### src/rtl/sub_flags_pkg.sv
package sub_flags_pkg;
  localparam int unsigned BASE_W    = 8;
  localparam int unsigned NUM_SIZES = 4;
  localparam int unsigned DATA_W    = BASE_W << (NUM_SIZES - 1);
  localparam int unsigned SIZE_W    = $clog2(NUM_SIZES);

  typedef enum logic [1:0] {
    SRC_FULL   = 2'd0,
    SRC_SEXT8  = 2'd1,
    SRC_SEXT32 = 2'd2,
    SRC_RSVD   = 2'd3
  } src_mode_e;

  typedef struct packed {
    logic of;
    logic sf;
    logic zf;
    logic af;
    logic pf;
    logic cf;
  } flags_t;
endpackage

### src/rtl/src_extend.sv
module src_extend
  import sub_flags_pkg::*;
#(
  parameter int unsigned LO_W = 8,
  parameter int unsigned HI_W = 32
) (
  input  logic [DATA_W-1:0] src_i,
  input  logic [1:0]        mode_i,
  output logic [DATA_W-1:0] src_o
);
  always_comb begin
    unique case (src_mode_e'(mode_i))
      SRC_SEXT8:  src_o = {{(DATA_W-LO_W){src_i[LO_W-1]}}, src_i[LO_W-1:0]};
      SRC_SEXT32: src_o = {{(DATA_W-HI_W){src_i[HI_W-1]}}, src_i[HI_W-1:0]};
      default:    src_o = src_i;
    endcase
  end
endmodule

### src/rtl/sub_core.sv
module sub_core
  import sub_flags_pkg::*;
(
  input  logic [DATA_W-1:0] a_i,
  input  logic [DATA_W-1:0] b_i,
  input  logic [SIZE_W-1:0] size_i,
  output logic [DATA_W-1:0] diff_o,
  output flags_t            flags_o
);
  logic [DATA_W-1:0] diff_w  [NUM_SIZES];
  flags_t            flags_w [NUM_SIZES];

  // nibble borrow and parity do not depend on the width
  logic [4:0] nib;
  assign nib = {1'b0, a_i[3:0]} - {1'b0, b_i[3:0]};

  for (genvar g = 0; g < NUM_SIZES; g++) begin : g_size
    localparam int unsigned W = BASE_W << g;
    logic [W:0]   d;
    logic [W-1:0] r;
    assign d = {1'b0, a_i[W-1:0]} - {1'b0, b_i[W-1:0]};
    assign r = d[W-1:0];
    assign diff_w[g] = DATA_W'(r);
    assign flags_w[g].cf = d[W];
    assign flags_w[g].sf = r[W-1];
    assign flags_w[g].zf = (r == '0);
    assign flags_w[g].of = (a_i[W-1] ^ b_i[W-1]) & (a_i[W-1] ^ r[W-1]);
    assign flags_w[g].af = nib[4];
    assign flags_w[g].pf = ~^r[7:0];
  end

  assign diff_o  = diff_w[size_i];
  assign flags_o = flags_w[size_i];
endmodule

### src/rtl/result_merge.sv
module result_merge
  import sub_flags_pkg::*;
#(
  parameter int unsigned ZEXT_FROM = 2
) (
  input  logic [DATA_W-1:0] diff_i,
  input  logic [DATA_W-1:0] old_i,
  input  logic [SIZE_W-1:0] size_i,
  output logic [DATA_W-1:0] res_o
);
  logic [DATA_W-1:0] merged [NUM_SIZES];

  for (genvar g = 0; g < NUM_SIZES; g++) begin : g_merge
    localparam int unsigned W = BASE_W << g;
    if (W == DATA_W) begin : g_full
      assign merged[g] = diff_i;
    end else if (g >= ZEXT_FROM) begin : g_zext
      assign merged[g] = {{(DATA_W-W){1'b0}}, diff_i[W-1:0]};
    end else begin : g_keep
      assign merged[g] = {old_i[DATA_W-1:W], diff_i[W-1:0]};
    end
  end

  assign res_o = merged[size_i];
endmodule

### src/rtl/sub_flags_unit.sv
module sub_flags_unit
  import sub_flags_pkg::*;
#(
  parameter bit REG_OUT = 1'b1
) (
  input  logic              clk_i,
  input  logic              rst_ni,
  input  logic [63:0]       dst_i,
  input  logic [63:0]       src_i,
  input  logic [1:0]        size_i,
  input  logic [1:0]        src_mode_i,
  output logic [63:0]       res_o,
  output logic              of_o,
  output logic              sf_o,
  output logic              zf_o,
  output logic              af_o,
  output logic              pf_o,
  output logic              cf_o
);
  logic [DATA_W-1:0] src_x, diff, res_c;
  flags_t            flg_c, flg_q;
  logic [DATA_W-1:0] res_q;

  src_extend #(.LO_W(8), .HI_W(32)) u_ext (
    .src_i (src_i),
    .mode_i(src_mode_i),
    .src_o (src_x)
  );

  sub_core u_core (
    .a_i    (dst_i),
    .b_i    (src_x),
    .size_i (size_i),
    .diff_o (diff),
    .flags_o(flg_c)
  );

  result_merge #(.ZEXT_FROM(2)) u_merge (
    .diff_i(diff),
    .old_i (dst_i),
    .size_i(size_i),
    .res_o (res_c)
  );

  if (REG_OUT) begin : g_reg
    always_ff @(posedge clk_i or negedge rst_ni) begin
      if (!rst_ni) begin
        res_q <= '0;
        flg_q <= '0;
      end else begin
        res_q <= res_c;
        flg_q <= flg_c;
      end
    end
  end else begin : g_comb
    assign res_q = res_c;
    assign flg_q = flg_c;
  end

  assign res_o = res_q;
  assign of_o  = flg_q.of;
  assign sf_o  = flg_q.sf;
  assign zf_o  = flg_q.zf;
  assign af_o  = flg_q.af;
  assign pf_o  = flg_q.pf;
  assign cf_o  = flg_q.cf;
endmodule

### config.mk
export PLATFORM = sky130hd
export DESIGN_NAME = sub_flags_unit
export DESIGN_NICKNAME = d
export VERILOG_FILES = /design/src/rtl/sub_flags_pkg.sv /design/src/rtl/src_extend.sv /design/src/rtl/sub_core.sv /design/src/rtl/result_merge.sv /design/src/rtl/sub_flags_unit.sv
export SDC_FILE = /design/constraint.sdc
export NUM_CORES = 1
export LEC_CHECK = 0
export ABC_CLOCK_PERIOD_IN_PS = 800
export CAP_MARGIN = 0
export CORE_MARGIN = 1
export CORE_UTILIZATION = 45
export CTS_BUF_LIST = sky130_fd_sc_hd__clkbuf_8
export DETAILED_ROUTE_END_ITERATION = 10
export GPL_ROUTABILITY_DRIVEN = 0
export MAX_ROUTING_LAYER = met4
export PLACE_DENSITY = 0.86
export SETUP_SLACK_MARGIN = 0.3
export SYNTH_ARGS = -nofsm -noshare
export SYNTH_HDL_FRONTEND = slang
export SYNTH_SLANG_ARGS = --single-unit
### constraint.sdc
create_clock -name clk_i -period 0.8 [get_ports clk_i]
set_input_delay 0.08 -clock clk_i [delete_from_list [all_inputs] [get_ports clk_i]]
set_output_delay 0.08 -clock clk_i [all_outputs]
set_load 0.01 [all_outputs]
==> results of run 1 <==
## stage by stage
step / utilization [%] / cells / hold slack (ns) / TNS [ns] / cell area [sq um]
2_1_floorplan: - / 974 / -0.216 / -119.33 / 8160
3_3_place_gp: 79.7 / 1697 / -0.0724 / -191.55 / 12800
3_5_place_dp: 79.7 / 1697 / -0.0715 / -200.45 / 12800
4_1_cts: 90.8 / 1768 / -0.493 / -155.48 / 14600
## synth_stat cells (4+ instances only)
cell and number:
o211ai_1 7, ha_1 70, nor2_1 59, a21oi_1 117, or2_2 5, buf_2 6, nand3_1 24, and2_1 5
o22ai_1 24, o31ai_1 5, nand2_1 78, a41o_1 4, a31oi_1 12, a211oi_1 15, nor3_1 13, mux2_2 19
and3_1 8, o21a_1 9, dfrtp_1 70, or3_1 7, clkbuf_1 48, and4_1 5, xor2_1 23, a21o_1 22
xnor2_1 33, o21ai_0 91, o21bai_1 9, o21ai_1 11, nor4_1 7, nand4_1 27, nor2b_1 9, inv_1 66
## per-layer routing
metal	track usage [%]	overflow
met1	72.9	0
met4	73.1	28
met3	53.8	1
met5	-	-
met2	90.4	33
## timing repair
action / in CTS
gates cloned: 1
endpoints found under the hold margin: 70
resized for setup: 339
pin swaps: 111
endpoints found under the setup margin: 140
buffers inserted: 55
## cell families after synthesis
family                     after synthesis
and+or+nand+nor                        266
adders and majority gates               71
DFF                                     70
AOI/OAI and AO/OA                      368
xor gates and xnor gates                56
buffers and inverters                  121
muxes                                   22
==> impl_metrics.py, run 1 <==
metrics = {
    "run_status": {
        "status": "aborted with a tool error",
        "failed_stage": "5_1_grt",
        "toolErrorMsg": "[ERROR GRT-0116] Global routing finished with congestion. Check the congestion regions in the DRC Viewer.",
    },
    "die": {
        "die_y_um": 131,
        "row_count": 46,
        "fp.dieW_um": 131,
        "ios": 204,
        "start_util_pct": 46.5,
    },
    "global_route": {
        "grt_usage_pct": 73.7,
        "grt_pass1_wl_mm": 90.8,
        "overflow": 62,
        "grt_pass1_vias": 14692,
        "grt_max_degree": 39,
    },
    "synth": {
        "synth_top_family_by_area": "compound AO/OA/AOI/OAI gates",
        "synth_largest_area_cell": "dfrtp_1",
        "synth-xor-area-share_pct": 6.57,
        "yosys.area_share.simple_pct": 17.9,
        "yosysSeqAreaShare_pct": 23.4,
        "ys_top_cells_by_area": "dfrtp_1 23%, ha_1 12%, a21oi_1 7.8%",
        "synthFlopType": "dfrtp_1",
        "syn_area_per_cell_sq_um": 7.67,
        "async_flop_share_pct": 100,
        "muxShareOfSynthArea_pct": 3.43,
        "ys_seq_elements": 70,
        "yosys_warnings": 0,
        "synth_nets": 1179,
        "synth_fa_ha_area_share_pct": 12.0,
        "yosysTopAreaCellShare_pct": 23.4,
        "synthCells": 974,
        "synth_edf_count": 0,
        "syn_area_sq_mm": 0.00747,
        "ys_types": 72,
        "synth-compound-area-share_pct": 30.5,
    },
    "place": {
        "io_buffers": 203,
        "dp_worst_setup_slack_ns": -4.00,
        "hpwl_mm": 27.7,
    },
    "clock_network": {
        "cts_buffers": 9,
        "htreeDepth": 3,
        "cts.sinks": 70,
        "clockBufferDepth": 2,
        "clockRootBuffer": "clkbuf_8",
    },
}
==> run 2: changes to the inputs <==
Settings changed: CORE_UTILIZATION 45 to 30, CTS_BUF_LIST sky130_fd_sc_hd__clkbuf_8 to not set, MAX_ROUTING_LAYER met4 to not set, PLACE_DENSITY 0.86 to not set, PLACE_DENSITY_LB_ADDON set to 0.15, SETUP_SLACK_MARGIN 0.3 to not set.
==> impl_metrics.py, run 2 <==
metrics = {
    "run_status": {
        "status": "finished with violations",
        "violations": "negative setup slack",
    },
    "synth": {
        "yosysMostFrequentCell": "a21oi_1",
        "async_flop_share_pct": 100,
        "yosysSeqAreaShare_pct": 23.4,
        "synth_edf_count": 0,
        "syn_area_sq_mm": 0.00747,
        "ys_seq_elements": 70,
        "syn_area_per_cell_sq_um": 7.67,
        "yosys_warnings": 0,
        "ys_types": 72,
        "synthCells": 974,
        "ys_top_cells_by_area": "dfrtp_1 23%, ha_1 12%, a21oi_1 7.8%",
        "synth_nets": 1179,
        "yosysTopAreaCellShare_pct": 23.4,
        "synthFlopType": "dfrtp_1",
        "synth_largest_area_cell": "dfrtp_1",
        "netlist_top_cells_count": "117 x a21oi_1, 91 x o21ai_0, 78 x nand2_1, 70 x dfrtp_1, 70 x ha_1",
    },
    "drt": {
        "drtIter0Drc": 686,
        "via_count": 10383,
        "maxUsedRoutingLayer": "met4",
        "drc": 0,
        "routed-wl-met2_mm": 18.4,
        "drtAntennaViolNets": 0,
        "viasPerCell": 5.37,
        "routed-wl-met3_mm": 2.19,
        "drt-total-wl_mm": 38.1,
        "routedWlPerCell_um": 19.7,
        "wl_met1_mm": 16.2,
        "first_pass_iters": 5,
    },
    "power_and_ir_drop": {
        "p_leak_nw": 7.19,
        "p_per_area_mw_per_mm2": 1790,
        "fin_total_pwr_mw": 29.3,
        "ir_worst_vdd_mv": 0.880,
    },
    "finish": {
        "final_nets": 1813,
        "drive_gt1_share_pct": 58.9,
        "final_core_util_pct": 66.9,
        "mostFrequentLayoutCells": "384 x buf_4, 115 x clkdlybuf4s50_1, 80 x buf_6, 70 x dfrtp_1, 56 x clkbuf_2",
        "multi_input_area_sq_mm": 0.00788,
        "diodes": 0,
        "largest_reg_flops": 64,
        "mostFrequentLayoutCell": "buf_4",
        "fillerInstances": 1866,
        "seq_area_sq_mm": 0.00175,
        "fin_cells": 1935,
        "finish.instance_area_sq_mm": 0.0163,
        "area_delta_synth_final_pct": 119,
    },
    "die": {
        "core_sq_mm": 0.0244,
        "start_util_pct": 30.6,
        "row_count": 57,
        "fp.dieW_um": 160,
        "die_y_um": 160,
        "ios": 204,
        "die_area_sq_mm": 0.0255,
    },
    "setup_path": {
        "startpoint_type": "input pin",
        "critical_path_class": "in -> reg",
        "cp_max_fo": 7,
        "cp.arrival_ns": 4.20,
        "setup.worst_path.end_class": "register",
        "cp.required_ns": 1.09,
    },
    "global_route": {
        "grt_pass1_wl_mm": 55.6,
        "grt_usage_pct": 27.9,
        "antenna_found_initial": 0,
        "grt_max_degree": 43,
        "overflow": 0,
        "grt_pass1_vias": 10335,
    },
    "sta": {
        "grt_setup_unrepaired": "yes",
        "slew_headroom_pct": 67.9,
        "whs_ns": 0.0224,
        "layout_setup_ws_ns": -3.10,
        "report.final.slew_viol_count": 0,
        "min_period_ns": 3.90,
        "setup_violations": 138,
        "worstMarginPinSlew_ns": 0.479,
        "max_freq_mhz": 256,
        "finalSetupTns_ns": -142.90,
        "finalHoldViolCount": 0,
        "period_share_pct": 488,
    },
    "hold_path": {
        "hold_class": "in -> reg",
        "min_to": "res_o[0]$_DFF_PN0_",
        "hold_start": "src_i[0]",
        "worstHoldPathCells": 3,
    },
    "clock_network": {
        "clkTransAtPathRegs_ns": 0.06,
        "clockRootBuffer": "clkbuf_16",
        "cts_tree": "built",
        "clockBufferDepth": 2,
        "cts_buffers": 9,
        "cts.sinks": 70,
        "htreeDepth": 3,
    },
    "place": {
        "dp.cells": 1807,
        "dp_worst_setup_slack_ns": -3.97,
        "place_area_sq_mm": 0.0130,
        "hpwl_mm": 26.3,
        "io_buffers": 203,
    },
    "run": {
        "cap_violations": 0,
    },
}
run 2: layout make-up:
type / count / share of cell area [%]
multi-input combinational: 784 / 48.3
timing repair buffer: 677 / 35.2
sequential: 70 / 10.7
clock inverter: 2 / 0.0613
inverter: 66 / 1.78
clock buffer: 12 / 1.51
tap: 324 / 2.48
run 2: cells by family (layout without fill, tap and decap cells):
| family | Yosys count | after routing | synth area share (%) |
|---|---|---|---|
| compound gates | 368 | 368 | 30.5 |
| simple gates | 266 | 267 | 17.9 |
| buf+inv | 121 | 757 | 6.18 |
| fa+ha+maj | 71 | 71 | 12.0 |
| flops | 70 | 70 | 23.4 |
| xor+xnor | 56 | 56 | 6.57 |
| mux | 22 | 22 | 3.43 |
run 2: critical path, stage by stage:
cell       delay, ns
buf_8           0.09
inv_4           0.03
ha_4            0.25
inv_4           0.05
and3_4          0.30
a21oi_2         0.05
ha_1            0.34
and3_4          0.22
nand4_1         0.08
or3_4           0.41
a2111o_1        0.48
buf_4           0.16
nand2_4         0.10
buf_6           0.12
a31oi_2         0.09
xor2_1          0.27
nand3_1         0.19
a2111oi_2       0.35
nand3b_1        0.17
nor4b_4         0.23
a21o_1          0.13
run 2: report_power, final:
part / switching (mW) / total [mW] / internal, mW
logic: 10.0 / 21.1 / 11.0
registers: 0.182 / 4.37 / 4.19
clock network: 1.73 / 3.88 / 2.14
run 2: per-layer routing:
metal,global-route usage (%),vias up
met2,46.7,418
li1,-,4874
met4,10.3,0
met1,36.4,4997
met3,3.92,94
met5,0,-
run 2: timing repair:
item / 4_1_cts / 5_1_grt
buffers inserted: 77 / 57
gates cloned: 5 / 1
hold buffers: 1 / 0
endpoints found under the hold margin: 70 / 0
pin swaps: 138 / 109
setup endpoints to repair: 139 / 138
resized for setup: 391 / 334
run 2: worst max path at each step:
stage,from,end,slack (ns),depth (start not counted)
2_1_floorplan,src_mode_i[1],zf_o$_DFF_PN0_,-2.91,18
4_1_cts,src_mode_i[0],zf_o$_DFF_PN0_,-2.97,23
5_1_grt,src_mode_i[0],zf_o$_DFF_PN0_,-3.23,20
6_report,src_mode_i[0],zf_o$_DFF_PN0_,-3.10,21
3_5_place_dp,src_mode_i[0],zf_o$_DFF_PN0_,-3.97,18
3_3_place_gp,src_mode_i[0],zf_o$_DFF_PN0_,-3.90,20
Power figures use the tool's default switching activity.
==> run 3: changes to the inputs <==
Settings changed: ABC_CLOCK_PERIOD_IN_PS 800 to 4400, SLEW_MARGIN set to 20.
Clock period 0.8 ns to 4.4 ns, I/O delays scaled along.
==> impl_metrics.py, run 3 (synthesis gave the netlist of run 2 again) <==
metrics = {
    "sta": {
        "report.final.slew_viol_count": 0,
        "worstMarginPinSlew_ns": 0.922,
        "setup_violations": 0,
        "slew_headroom_pct": 38.5,
        "whs_ns": 0.223,
        "finalHoldViolCount": 0,
        "min_period_ns": 4.31,
        "period_share_pct": 98.0,
        "max_freq_mhz": 232,
        "layout_setup_ws_ns": 0.0876,
        "finalSetupTns_ns": 0,
    },
    "drt": {
        "drc": 0,
        "routedWlPerCell_um": 17.9,
        "drtAntennaViolNets": 0,
        "drt-total-wl_mm": 32.2,
        "first_pass_iters": 5,
        "viasPerCell": 5.22,
        "via_count": 9393,
        "drtIter0Drc": 550,
    },
    "power_and_ir_drop": {
        "p_leak_nw": 5.81,
        "internal_power_mw": 2.68,
        "swShare_pct": 38.9,
        "p_per_area_mw_per_mm2": 336,
        "clkPwrFrac_pct": 16.5,
        "ir_worst_vdd_mv": 0.160,
        "power_frac_seq_pct": 18.1,
        "fin_total_pwr_mw": 4.38,
        "p_comb_share_pct": 65.4,
        "p_switching_mw": 1.70,
    },
    "global_route": {
        "grt_max_degree": 71,
        "grt_pass1_wl_mm": 49.8,
        "overflow": 0,
        "grt_usage_pct": 24.8,
        "antenna_found_initial": 0,
        "grt_pass1_vias": 9341,
    },
    "clock_network": {
        "htreeDepth": 3,
        "cts_tree": "built",
        "clockRootBuffer": "clkbuf_16",
        "cts_buffers": 9,
        "clkTransAtPathRegs_ns": 0.06,
        "clockBufferDepth": 2,
        "cts_hold_buf": 0,
        "cts.sinks": 70,
    },
    "die": {
        "ios": 204,
        "start_util_pct": 30.6,
        "fp.dieW_um": 160,
        "row_count": 57,
        "die_area_sq_mm": 0.0255,
        "core_sq_mm": 0.0244,
        "die_y_um": 160,
    },
    "finish": {
        "mostFrequentLayoutCell": "buf_4",
        "drive_gt1_share_pct": 32.2,
        "area_delta_synth_final_pct": 74.5,
        "diodes": 0,
        "final_nets": 1677,
        "finish.instance_area_sq_mm": 0.0130,
        "largest_reg_flops": 64,
        "mostFrequentLayoutCells": "333 x buf_4, 197 x clkdlybuf4s50_1, 102 x a21oi_1, 78 x o21ai_0, 77 x nand2_1",
    },
    "setup_path": {
        "setup.worst_path.end_class": "register",
        "crit_end": "zf_o$_DFF_PN0_",
        "cp_max_fo": 7,
        "startpoint_type": "input pin",
        "critPathLaunch": "src_mode_i[0]",
        "cp.arrival_ns": 4.60,
        "cp.required_ns": 4.69,
        "critical_path_class": "in -> reg",
    },
    "place": {
        "io_buffers": 203,
        "dp_worst_setup_slack_ns": -1.36,
        "hpwl_mm": 25.8,
        "place_area_sq_mm": 0.0121,
    },
    "run_status": {
        "status": "finished clean",
    },
    "run": {
        "cap_violations": 0,
    },
    "hold_path": {
        "hold_class": "in -> async",
    },
}
-- run 3: cell types whose count changed in the layout (fill, tap and decap cells not counted), sizes merged --
cell	before	now
buf	498	341
clkdlybuf4s50	115	197
dlymetal6s2s	4	0
dlygate4sd3	1	0
clkinvlp	0	4
clkinv	2	1
or2	6	5
clkbuf	69	12
clkdlybuf4s18	0	1
-- run 3: worst min-delay path by stage --
| stage | start | end | cells past startpoint |
|---|---|---|---|
| after floorplan | rst_ni | af_o$_DFF_PN0_ | 0 |
| after global placement | rst_ni | res_o[4]$_DFF_PN0_ | 1 |
| after detailed placement | rst_ni | res_o[4]$_DFF_PN0_ | 1 |
| after CTS | rst_ni | res_o[4]$_DFF_PN0_ | 1 |
| after global routing | rst_ni | res_o[4]$_DFF_PN0_ | 1 |
| final | rst_ni | res_o[4]$_DFF_PN0_ | 1 |
-- run 3: repair_timing --
action	in CTS	in global routing
endpoints found under the hold margin	0	0
gates resized for setup	69	52
pin swaps	29	42
setup endpoints to repair	13	2
setup buffers	12	13
gates cloned	0	1
-- run 3: power by group through the flow --
stage	Clock, mW	Sequential [mW]	Combinational [mW]
floorplan	0	0.870	1.11
global placement	0	0.807	2.64
detailed placement	0	0.806	2.64
CTS	0.738	0.795	2.76
global route	0.755	0.807	3.08
finish	0.721	0.793	2.87
-- run 3: per-stage QoR --
| step | cells | utilization, % |
|---|---|---|
| 5_1_grt | 1801 | 53.5 |
| 3_5_place_dp | 1760 | 49.6 |
| 2_1_floorplan | 974 | - |
| 3_3_place_gp | 1760 | 49.6 |
| 6_report | 1801 | 53.5 |
| 4_1_cts | 1788 | 52.2 |
-- run 3: layout make-up --
type / instances / area (sq um)
fillers: 2346 / 11400
repair buffers: 542 / 4640
inverters: 66 / 248
clock inverters: 5 / 35.0
multi-input cells: 783 / 5710
clock buffers: 11 / 243
well taps: 324 / 405
flip-flops and latches: 70 / 1750
-- run 3: critical path, cell delays in order --
cell       delay (ns)
buf_4            0.13
inv_2            0.06
ha_4             0.19
a221o_1          0.30
buf_12           0.16
buf_12           0.12
o21ai_0          0.07
ha_1             0.27
buf_4            0.17
a21o_1           0.21
a31o_2           0.24
nor2b_2          0.17
a211oi_4         0.25
o21ai_2          0.11
buf_4            0.14
o21ai_2          0.12
a21boi_1         0.09
or3_1            0.37
a2111oi_2        0.38
nand3b_1         0.14
nor4b_2          0.29
a21o_1           0.15
-- run 3: metal layers --
| layer | routed length (um) | GRT usage, % | share of wire, % | vias to the layer above |
|---|---|---|---|---|
| met5 | 0 | 0 | 0 | - |
| met3 | 1860 | 3.04 | 5.8 | 44 |
| li1 | - | - | - | 4592 |
| met4 | 585 | 6.75 | 1.8 | 0 |
| met2 | 14800 | 40.8 | 46 | 313 |
| met1 | 15000 | 34.1 | 47 | 4444 |
==> run 4: changes to the inputs <==
Settings changed: ABC_AREA set to 1.
==> impl_metrics.py, run 4 <==
metrics = {
    "sta": {
        "grt_setup_unrepaired": "no",
        "max_freq_mhz": 243,
        "period_share_pct": 93.4,
        "slew_headroom_pct": 38.7,
        "min_period_ns": 4.11,
        "report.final.slew_viol_count": 0,
        "finalSetupTns_ns": 0,
        "worstMarginPinSlew_ns": 0.920,
        "setup_violations": 0,
        "finalHoldViolCount": 0,
    },
    "drt": {
        "drc": 0,
        "drtAntennaViolNets": 0,
        "drtIter0Drc": 770,
        "drt-total-wl_mm": 37.0,
        "viasPerCell": 4.67,
        "via_count": 10896,
        "routedWlPerCell_um": 15.9,
        "first_pass_iters": 5,
    },
    "finish": {
        "multi_input_area_sq_mm": 0.00610,
        "largest_reg_flops": 64,
        "fin_cells": 2333,
        "mostFrequentLayoutCells": "708 x nand2_1, 367 x inv_1, 202 x clkdlybuf4s50_1, 115 x nor2_1, 72 x o21ai_0",
        "seq_area_sq_mm": 0.00175,
        "final_core_util_pct": 40.4,
        "final_nets": 2137,
        "area_delta_synth_final_pct": 32.4,
        "mostFrequentLayoutCell": "nand2_1",
        "drive_gt1_share_pct": 5.21,
        "diodes": 0,
        "finish.instance_area_sq_mm": 0.0124,
        "fillerInstances": 3470,
    },
    "setup_path": {
        "cp.required_ns": 4.72,
        "critical_path_class": "in -> reg",
        "critPathLaunch": "src_mode_i[0]",
        "cp_slowest_cell": "clkdlybuf4s50_1",
        "cp_max_fo": 31,
        "setup.worst_path.end_class": "register",
        "startpoint_type": "input pin",
        "max_stage_delay_ns": 0.49,
        "crit_end": "zf_o$_DFF_PN0_",
        "cp.arrival_ns": 4.43,
        "cp_common_cell": "nand2_1",
    },
    "place": {
        "io_buffers": 203,
        "hpwl_mm": 31.5,
        "dp.cells": 2316,
        "place_area_sq_mm": 0.0120,
    },
    "power_and_ir_drop": {
        "p_per_area_mw_per_mm2": 307,
        "fin_total_pwr_mw": 3.80,
        "clkPwrFrac_pct": 21.0,
        "power_frac_seq_pct": 20.7,
        "swShare_pct": 46.5,
        "p_comb_share_pct": 58.3,
        "p_leak_nw": 6.97,
        "ir_worst_vdd_mv": 0.187,
        "p_switching_mw": 1.77,
        "internal_power_mw": 2.03,
    },
    "clock_network": {
        "cts.sinks": 70,
        "clockRootBuffer": "clkbuf_16",
        "clkTransAtPathRegs_ns": 0.08,
        "cts_tree": "built",
        "htreeDepth": 3,
        "cts_hold_buf": 0,
        "clockBufferDepth": 2,
        "cts_buffers": 9,
    },
    "synth": {
        "synthCells": 1707,
        "async_flop_share_pct": 100,
        "ys_seq_elements": 70,
        "syn_area_sq_mm": 0.00933,
        "yosysTopAreaCellShare_pct": 28.5,
        "ys_top_cells_by_area": "nand2_1 28%, dfrtp_1 19%, inv_1 15%",
        "synthFlopType": "dfrtp_1",
        "synth_edf_count": 0,
        "yosysMostFrequentCell": "nand2_1",
        "yosysSeqAreaShare_pct": 18.8,
        "netlist_top_cells_count": "708 x nand2_1, 367 x inv_1, 116 x nor2_1, 72 x o21ai_0",
        "yosys_warnings": 0,
        "synth_nets": 1912,
        "synth_largest_area_cell": "nand2_1",
        "syn_area_per_cell_sq_um": 5.47,
        "ys_types": 36,
    },
    "die": {
        "die_y_um": 178,
        "fp.dieW_um": 178,
        "ios": 204,
        "core_sq_mm": 0.0306,
        "row_count": 64,
        "start_util_pct": 30.5,
        "die_area_sq_mm": 0.0318,
    },
    "hold_path": {
        "hold_class": "in -> async",
    },
    "run": {
        "cap_violations": 0,
    },
    "global_route": {
        "antenna_found_initial": 0,
        "grt_usage_pct": 23.7,
        "overflow": 0,
        "grt_max_degree": 71,
        "grt_pass1_vias": 10524,
        "grt_pass1_wl_mm": 57.4,
    },
    "run_status": {
        "status": "finished clean",
    },
}
## run 4: changes by cell type after synthesis, sizes merged, moves of 12 or more
cell	change
nand2	+645
inv	+306
nor2	+76
a21oi	-49
nand3	+41
o21ai	-30
clkbuf	-25
o22ai	-24
a21o	-20
mux2	-19
a211oi	-16
a22o	+14
xnor2	-14
nand4	-12
## run 4: power by group through the flow
stage               combinational (mW)  clock [mW]  sequential, mW
CTS                               2.20       0.814           0.787
finish                            2.21       0.797           0.784
floorplan                         1.23           0           0.853
detailed placement                2.19           0           0.796
global placement                  2.18           0           0.797
global route                      2.47       0.833           0.796
## run 4: final cells by class
type / instances / share of cell area (%)
Timing Repair Buffer: 237 / 18.7
Inverter: 373 / 11.3
Sequential cell: 70 / 14.2
Clock buffer: 9 / 1.82
Tap cell: 396 / 4.01
Multi-Input combinational cell: 1241 / 49.4
Clock inverter: 7 / 0.557
## run 4: per-layer routing
metal,routed length [um],global-route usage (%)
met1,18000,33.6
met2,15900,37.0
met3,2250,2.90
met4,890,7.52
met5,0,0
## run 4: cells by family after synthesis
group	Yosys count	synth area share, %
flops	70	18.8
compound gates	166	9.80
buf+inv	396	15.9
simple gates	968	42.4
fa+ha+maj	71	9.60
xor+xnor	36	3.46
## run 4: what timing repair did
| item | CTS | global route |
|---|---|---|
| endpoints found under the setup margin | 0 | 1 |
| gates resized for setup | 0 | 4 |
| buffers inserted | 0 | 1 |
## run 4: stage by stage
step,hold slack (ns),worst slack [ns]
2_1_floorplan,0.144,1.26
5_1_grt,0.307,0.0440
4_1_cts,0.265,0.257
3_3_place_gp,0.650,-0.107
3_5_place_dp,0.658,-0.112
6_report,0.210,0.290
## run 4: worst min-delay path by stage
stage                           to  slack, ns  depth (start not counted)
2_1_floorplan       af_o$_DFF_PN0_       0.14                          0
3_3_place_gp   res_o[52]$_DFF_PN0_       0.65                          1
3_5_place_dp   res_o[51]$_DFF_PN0_       0.66                          1
4_1_cts        res_o[14]$_DFF_PN0_       0.27                          1
5_1_grt        res_o[14]$_DFF_PN0_       0.31                          1
6_report       res_o[51]$_DFF_PN0_       0.21                          1
## run 4: worst max-delay path, delay by kind of cell
kind	cells	cell delay [ns]
simple gates	18	2.20
buf+inv	5	0.95
fa+ha+maj	2	0.68
compound gates	1	0.12
